## src/rtl/hiccup_sup_pkg.sv

```systemverilog
package hiccup_sup_pkg;

    typedef enum logic [1:0] {
        ST_HOLD = 2'd0,
        ST_WAIT = 2'd1,
        ST_RUN  = 2'd2
    } sup_state_e;

    localparam int N_MON      = 5;
    localparam int IDX_BIAS   = 0;
    localparam int IDX_CONV   = 1;
    localparam int IDX_TEMP   = 2;
    localparam int IDX_SHORT  = 3;
    localparam int IDX_REFOK  = 4;

    // Safe reset levels: faults asserted, reference not ready
    localparam logic [N_MON-1:0] MON_RESET = 5'b0_1111;

endpackage

```

## src/rtl/level_sync.sv

```systemverilog
module level_sync #(
    parameter int                WIDTH    = 1,
    parameter logic [WIDTH-1:0]  RST_VAL  = '0
) (
    input  logic             clk,
    input  logic             rst_n,
    input  logic [WIDTH-1:0] async_i,
    output logic [WIDTH-1:0] sync_o
);

    for (genvar g = 0; g < WIDTH; g++) begin : g_bit
        logic stage1;
        logic stage2;

        always_ff @(posedge clk or negedge rst_n) begin
            if (!rst_n) begin
                stage1 <= RST_VAL[g];
                stage2 <= RST_VAL[g];
            end else begin
                stage1 <= async_i[g];
                stage2 <= stage1;
            end
        end

        assign sync_o[g] = stage2;
    end

endmodule

```

## src/rtl/idle_timer.sv

```systemverilog
module idle_timer #(
    parameter int CYCLES = 5_000_000
) (
    input  logic clk,
    input  logic rst_n,
    input  logic load_i,
    output logic done_o
);

    localparam int W = (CYCLES > 1) ? $clog2(CYCLES) : 1;
    localparam logic [W-1:0] LOAD_VAL = W'(CYCLES - 1);

    logic [W-1:0] remain;

    always_ff @(posedge clk or negedge rst_n) begin
        if (!rst_n) begin
            remain <= '0;
        end else if (load_i) begin
            remain <= LOAD_VAL;
        end else if (remain != '0) begin
            remain <= remain - 1'b1;
        end
    end

    assign done_o = (remain == '0);

endmodule

```

## src/rtl/hiccup_supervisor.sv

```systemverilog
module hiccup_supervisor
    import hiccup_sup_pkg::*;
#(
    parameter int TIMEOUT_CYCLES = 5_000_000
) (
    input  logic clk,
    input  logic rst_n,
    input  logic bias_uv_i,
    input  logic conv_uv_i,
    input  logic over_temp_i,
    input  logic short_i,
    input  logic ref_ready_i,
    output logic drv_off_o,
    output logic discharge_o,
    output logic run_en_o
);

    logic [N_MON-1:0] mon_raw;
    logic [N_MON-1:0] mon_s;
    logic             any_fault;
    logic             persist_fault;
    logic             timer_load;
    logic             timer_done;
    sup_state_e       state_q;
    sup_state_e       state_d;

    assign mon_raw[IDX_BIAS]  = bias_uv_i;
    assign mon_raw[IDX_CONV]  = conv_uv_i;
    assign mon_raw[IDX_TEMP]  = over_temp_i;
    assign mon_raw[IDX_SHORT] = short_i;
    assign mon_raw[IDX_REFOK] = ref_ready_i;

    level_sync #(
        .WIDTH   (N_MON),
        .RST_VAL (MON_RESET)
    ) u_sync (
        .clk     (clk),
        .rst_n   (rst_n),
        .async_i (mon_raw),
        .sync_o  (mon_s)
    );

    assign persist_fault = mon_s[IDX_BIAS] | mon_s[IDX_CONV] | mon_s[IDX_TEMP];
    assign any_fault     = persist_fault | mon_s[IDX_SHORT];

    idle_timer #(
        .CYCLES (TIMEOUT_CYCLES)
    ) u_timer (
        .clk    (clk),
        .rst_n  (rst_n),
        .load_i (timer_load),
        .done_o (timer_done)
    );

    // Next-state logic; the fault latch is the set-dominant idle condition
    always_comb begin
        state_d    = state_q;
        timer_load = 1'b0;
        unique case (state_q)
            ST_RUN: begin
                if (any_fault) begin
                    state_d    = ST_WAIT;
                    timer_load = 1'b1;
                end
            end
            ST_WAIT: begin
                if (timer_done) begin
                    state_d = ST_HOLD;
                end
            end
            ST_HOLD: begin
                // short-circuit is self-clearing: not part of the restart gate
                if (!persist_fault && mon_s[IDX_REFOK]) begin
                    state_d = ST_RUN;
                end
            end
            default: state_d = ST_HOLD;
        endcase
    end

    always_ff @(posedge clk or negedge rst_n) begin
        if (!rst_n) begin
            state_q <= ST_HOLD;
        end else begin
            state_q <= state_d;
        end
    end

    always_comb begin
        run_en_o    = 1'b0;
        drv_off_o   = 1'b1;
        discharge_o = 1'b1;
        unique case (state_q)
            ST_RUN: begin
                run_en_o    = 1'b1;
                drv_off_o   = 1'b0;
                discharge_o = 1'b0;
            end
            ST_WAIT, ST_HOLD: begin
                run_en_o    = 1'b0;
                drv_off_o   = 1'b1;
                discharge_o = 1'b1;
            end
            default: begin
                run_en_o    = 1'b0;
                drv_off_o   = 1'b1;
                discharge_o = 1'b1;
            end
        endcase
    end

endmodule

```

## config.mk

```make
export PLATFORM = sky130hd
export DESIGN_NAME = hiccup_supervisor
export DESIGN_NICKNAME = d
export VERILOG_FILES = /design/src/rtl/hiccup_sup_pkg.sv /design/src/rtl/level_sync.sv /design/src/rtl/idle_timer.sv /design/src/rtl/hiccup_supervisor.sv
export SDC_FILE = /design/constraint.sdc
export NUM_CORES = 1
export LEC_CHECK = 0
export CORE_MARGIN = 1.5
export CORE_UTILIZATION = 56
export CTS_CLUSTER_SIZE = 30
export DETAILED_ROUTE_END_ITERATION = 7
export PLACE_DENSITY_LB_ADDON = 0.1
export SETUP_SLACK_MARGIN = 0.3
export SLEW_MARGIN = 20
export SYNTH_ARGS = -nofsm -noshare
export SYNTH_HDL_FRONTEND = slang
export SYNTH_SLANG_ARGS = --single-unit
```

## constraint.sdc

```tcl
create_clock -name clk -period 5.41 [get_ports clk]
set_input_delay 1.082 -clock clk [delete_from_list [all_inputs] [get_ports clk]]
set_output_delay 1.082 -clock clk [all_outputs]
set_load 0.01 [all_outputs]
```

==> results_dict.tcl, run 1 <==
set metrics [dict create \
    netlist_top_cells_area "dfrtp_1 (43%), dfstp_2 (13%), xnor2_1 (5.5%)" \
    synthesized_area_per_cell_um2 10.74 \
    pwr_density_cell_nw_per_um2 360.4 \
    achievable-frequency_mhz 374.2 \
    initial_utilization_pct 58.26 \
    tritoncts "built" \
    cts_repair_resize_count 0 \
    most_common_library_cell_in_the_layout_ignoring_fill_and_taps "dfrtp_1" \
    cts.sink_count 35 \
    maxSlewViolCount 0 \
    drt-pass1-iter-count 4 \
    r2r_path_start "u_timer.remain[16]" \
    post_drt_wl_per_cell_um 14.01 \
    cts_hold_repair.buffers 0 \
    post_cts.repair.setup_buffers 0 \
    clk_transition_reported_paths_ns 0.10 \
    synth_seq_cells 35 \
    routed_via_density 5.802 \
    timing.setup.tns_ns 0 \
    worst-setup-path-type "flop to flop" \
    placement.io_buffers 9 \
    detailroute.via_count 1114 \
    cts_max_level 2 \
    pre_cts_slack_ns 2.777 \
    synth_edf_count 0 \
    pin_count_of_the_biggest_net_entering_global_routing 36 \
    seq_area_frac_synth_pct 56.10 \
    clockBufferDepth 2 \
    setup-violations-final 0 \
    synth-warning-count 0 \
    min-delay-start "u_sync.g_bit[4].stage1" \
    worst_ep_arrival_time_ns 2.90 \
    fp.dieArea_um2 3147 \
    synth_top_cell_by_area "dfrtp_1" \
    status "finished, final reports clean" \
    finalCritPeriodShare_pct 49.39 \
    fillers 222 \
    numnets_final 168 \
    max_slew.worst_pin.slew_ns 0.9707 \
    fin_ws_ns 2.738 \
    startpoint_type "flop" \
    crit_required_ns 5.64 \
    die_x_extent_um 56.10 \
    antenna_left 0 \
    place.detailed.hpwl_um 1833 \
    worstHoldPathType "flop to flop" \
    post_synth_instance_area_um2 1579 \
    total_global_routing_overflow 0 \
    worst_path_max_delay_cell "nor4b_2" \
    crit_path_start "u_timer.remain[16]" \
    drive_above_1_share_pct 18.01 \
    ff2ff_setup_slack_ns 2.74 \
    worstPathCellList "nor4_1 > nor4b_2 > a21o_1 > xor2_1 > nand2_1" \
    tritoncts.num_buffers 5 \
    cts.root.buffer_cell "clkbuf_4" \
    slew_headroom_pct 35.12 \
    max_stage_delay_ns 0.90 \
    core-area_um2 2710 \
    antenna_found_initial 0 \
    fin_crit_ns 2.672 \
    timing.final.hold_violations 0 \
    grt_pass1_wl_um 4843 \
    yosys.cell_types.count 40 \
    synth_fp_nets 155 \
    wirelength_um 2690 \
    hold_ws_ns 0.3601 \
    peakVddDrop_mv 0.2843 \
    fin_worst_skew_ns 0.008480 \
    timing.max_cap.violations 0 \
    area_growth_pct 11.17 \
    die-height_um 56.10 \
    most_frequent_cells_in_the_layout "dfrtp_1 (27), nor2_1 (17), nand2_1 (12)" \
    num_rows 19 \
    static-leakage-power_nw 0.6706 \
    synth_async_sr_flop_share_pct 100.0 \
    first_global_vias 1092 \
    synth_flop_cell "dfrtp_1" \
    syn_inst 147 \
    clock_insertion_delay_at_the_later_pin_of_the_skew_report_ns 0.34 \
    insertedDiodeCount 0 \
    setup_repair_after_global_routing_missed_its_margin "no" \
    drt_iter0_drc 37 \
    yosys.area.top_type_share_pct 42.79 \
    remaining_drc_errors 0 \
    ios 10 \
    global_route.usage.total_pct 20.56 \
    cp_max_fo 12 \
    routabilityCongestion 0.7770 \
    endpoint_kind "flop" \
]
==> worst paths after layout <==
check	depth (start not counted)	endpoint
setup reg to reg	5	u_timer.remain[9]
setup / recovery	5	u_timer.remain[9]
hold / removal	0	u_sync.g_bit[4].stage2
max in group asynchronous	2	u_sync.g_bit[1].stage2
hold reg to reg	0	u_sync.g_bit[4].stage2
min in group asynchronous	2	u_timer.remain[6]
==> sequential cells by signal, summed over array words and instances (netlist names) <==
signal and flops:
u_sync.g_bit.stage2 5, u_timer.remain 23, u_sync.g_bit.stage1 5, state_q 2
==> synth_stat cells (all sizes together) (2+ instances only) <==
cell	number
dfrtp	27
nor2	17
nand2	13
xnor2	10
a21oi	9
dfstp	8
nand3	8
or3	7
o21ai	6
inv	4
a211oi	3
buf	3
nor4	3
or4	3
xor2	3
nor3	2
o41ai	2
or4b	2
==> cell families after synthesis <==
logic type,Yosys count,synth area share [%]
AND/OR/NAND/NOR,62,21.87
buffers and inverters,9,3.090
AO/OA/AOI/OAI,27,10.94
XOR/XNOR,13,7.211
flip-flops,35,56.10
adder cells (fa/ha/maj),1,0.7923
==> critical path: cells and delay by family (launching register included) <==
kind	cells	cell delay [ns]
AO/OA/AOI/OAI	1	0.35
flip-flops	1	0.41
XOR/XNOR	1	0.18
AND/OR/NAND/NOR	3	1.62
==> layout make-up <==
class	count	area, um^2	share of cell area (%)
sequential	35	885.9	50.46
multi-input combinational	103	650.6	37.06
timing repair buffer	11	105.1	5.987
clock buffer	7	55.05	3.136
tap	31	38.79	2.210
inverter	4	15.01	0.8553
clock inverter	1	5.005	0.2851
==> power by group <==
group | internal, mW | switching (mW)
logic | 0.0613 | 0.0551
clock network | 0.0629 | 0.0851
registers | 0.313 | 0.0550
==> stage by stage <==
stage          util (%)  area [um^2]  instances  power, mW
2_1_floorplan         -         1579        147     0.4504
3_3_place_gp      62.56         1695        184     0.4807
3_5_place_dp      62.56         1695        184     0.4892
4_1_cts           64.77         1755        192     0.6371
5_1_grt           64.77         1755        192     0.6718
6_report          64.77         1755        192     0.6327
==> layer usage <==
layer  GRT usage, %  share of wire (%)  vias up
met2          30.08                 46       24
met4          15.31                2.8        0
met1          26.29                 48      534
li1               -                  -      548
met5              0                  0        -
met3          5.116                3.5        8
(Power assumes the default switching activity.)
==> run 2, diff against run 1 <==
==> constraint.sdc (replaced) <==
create_clock -name clk -period 2.64 [get_ports clk]
set_input_delay 0.528 -clock clk [delete_from_list [all_inputs] [get_ports clk]]
set_output_delay 0.528 -clock clk [all_outputs]
set_load 0.01 [all_outputs]
==> run 2 against run 1 <==
Count of clock-buffer cells in the layout shrank 1; critical path depth unchanged; register-to-register slack lost 2.3 ns; sequential share of layout area shrank 1.6 points; global-route usage increased by 0.057 points; first-iteration DRC count increased by 35%; critical endpoint is now u_timer.remain[21]; worst setup slack worse by 2.3 ns; routed wire length increased by 7.5%; critical path type unchanged; clock skew increased by 0.0073 ns; sequential power rose by 110%; clock power is 91% higher; power is 110% higher.
==> results_dict.tcl, run 2 (synthesized netlist as in run 1, its figures left out) <==
set metrics [dict create \
    status "finished, final reports clean" \
    first_global_vias 1136 \
    antenna_left 0 \
    remaining_drc_errors 0 \
    place.detailed.hpwl_um 1877 \
    peakVddDrop_mv 0.4925 \
    worst-setup-path-type "flop to flop" \
    cts.sink_count 35 \
    pin_count_of_the_biggest_net_entering_global_routing 36 \
    worstPathCellList "or4_4 > or3b_1 > a211o_1 > or3_1 > a21oi_1" \
    placement.io_buffers 9 \
    fin_crit_ns 2.234 \
    post-route-util_pct 66.85 \
    startpoint_type "flop" \
    largest_register_ff_count 23 \
    die_x_extent_um 56.10 \
    endpoint_kind "flop" \
    crit_required_ns 2.90 \
    drt-pass1-iter-count 4 \
    most_frequent_cells_in_the_layout "dfrtp_1 (27), nor2_1 (17), nand2_1 (12)" \
    timing.final.hold_violations 0 \
    routed_via_density 5.904 \
    maxSlewViolCount 0 \
    achievable-frequency_mhz 447.7 \
    max_flop_register "u_timer.remain" \
    finalCritPeriodShare_pct 84.60 \
    clock_insertion_delay_at_the_later_pin_of_the_skew_report_ns 0.34 \
    power.net_switching_uw 421.6 \
    static-leakage-power_nw 0.6941 \
    largestRegisters "u_timer.remain: 23 flops, u_sync.g_bit.stage1: 5 flops, u_sync.g_bit.stage2: 5 flops" \
    detailroute.via_count 1163 \
    max_slew.worst_pin.slew_ns 0.8667 \
    pwr-share-comb_pct 19.2 \
    worst_path_max_delay_cell "or4_4" \
    crit_buf_inv 0 \
    area_growth_pct 14.74 \
    fp.dieArea_um2 3147 \
    cts.root.buffer_cell "clkbuf_4" \
    insertedDiodeCount 0 \
    pre_cts_slack_ns 0.2351 \
    report.power.total_mw 1.298 \
    power.clock.fraction_pct 21.8 \
    hold_ws_ns 0.3601 \
    cp_max_fo 6 \
    max_stage_delay_ns 0.60 \
    cp_top_family "simple AND/OR/NAND/NOR gates" \
    ff2ff_setup_slack_ns 0.41 \
    slew_headroom_pct 42.01 \
    global_route.usage.total_pct 20.61 \
    most_common_library_cell_in_the_layout_ignoring_fill_and_taps "dfrtp_1" \
    post_drt_wl_per_cell_um 14.68 \
    tritoncts.num_buffers 5 \
    setup_repair_after_global_routing_missed_its_margin "yes" \
    worst_ep_arrival_time_ns 2.50 \
    power.switching_fraction_pct 32.48 \
    setup-violations-final 0 \
    core-area_um2 2710 \
    wirelength_um 2892 \
    pwr_density_cell_nw_per_um2 716.5 \
    cts_hold_repair.buffers 0 \
    numnets_final 173 \
    internal_power_uw 876.5 \
    die-height_um 56.10 \
    total_global_routing_overflow 0 \
    initial_utilization_pct 58.26 \
    cts_max_level 2 \
    ios 10 \
    timing.max_cap.violations 0 \
    antenna_found_initial 0 \
    num_rows 19 \
    clockBufferDepth 2 \
    drive_above_1_share_pct 21.69 \
    seq_power_share_pct 59.0 \
    clk_transition_reported_paths_ns 0.11 \
    drt_iter0_drc 50 \
    fin_ws_ns 0.4064 \
    routabilityCongestion 0.7813 \
    grt_pass1_wl_um 4940 \
    fin_worst_skew_ns 0.01578 \
    timing.setup.tns_ns 0 \
    worstHoldPathType "flop to flop" \
    tritoncts "built" \
]
run 2: layout make-up:
type / instances / area, um^2
fill: 209 / 898.4
sequential: 35 / 885.9
multi-input combinational: 103 / 675.6
timing repair buffer: 16 / 142.6
clock buffer: 6 / 41.29
tap: 31 / 38.79
inverter: 4 / 15.01
clock inverter: 2 / 12.51
run 2: path summary, 6_finish.rpt:
check / depth (start not counted) / endpoint / start
max: 5 / u_timer.remain[21] / u_timer.remain[11]
min: 0 / u_sync.g_bit[2].stage2 / u_sync.g_bit[2].stage1
max reg2reg: 5 / u_timer.remain[21] / u_timer.remain[11]
min reg2reg: 0 / u_sync.g_bit[2].stage2 / u_sync.g_bit[2].stage1
max in group asynchronous: 2 / u_sync.g_bit[0].stage2 / rst_n
min in group asynchronous: 2 / u_timer.remain[5] / rst_n
run 2: per-layer routing:
layer	vias to the layer above	part of all wire (%)	GRT usage [%]
met5	-	0	0
met4	0	1.3	10.54
met3	7	4.9	7.209
met2	29	48	30.59
met1	567	46	26.70
li1	560	-	-
run 2: power by group through the flow:
stage / clock [mW] / combinational (mW) / sequential, mW
after floorplan: 0 / 0.190 / 0.733
after global placement: 0 / 0.237 / 0.756
after detailed placement: 0 / 0.245 / 0.762
after CTS: 0.295 / 0.250 / 0.753
after global routing: 0.316 / 0.285 / 0.779
final: 0.282 / 0.250 / 0.766
run 2: worst register-to-register path, stage by stage (launching register included):
cell	delay (ns)
dfrtp_1	0.42
or4_4	0.60
or3b_1	0.36
a211o_1	0.33
or3_1	0.32
a21oi_1	0.14
run 2: repair_timing:
action                                  in CTS  in global routing
pin swaps                                    1                  1
endpoints found under the setup margin      14                 19
setup buffers                                2                  0
cloned                                       0                  0
resized for setup                            3                  2
run 2: metrics by stage:
| stage | cell area, um^2 | std cells |
|---|---|---|
| after global routing | 1812 | 197 |
| after floorplan | 1579 | 147 |
| final | 1812 | 197 |
| after detailed placement | 1718 | 187 |
| after CTS | 1798 | 197 |
| after global placement | 1718 | 187 |
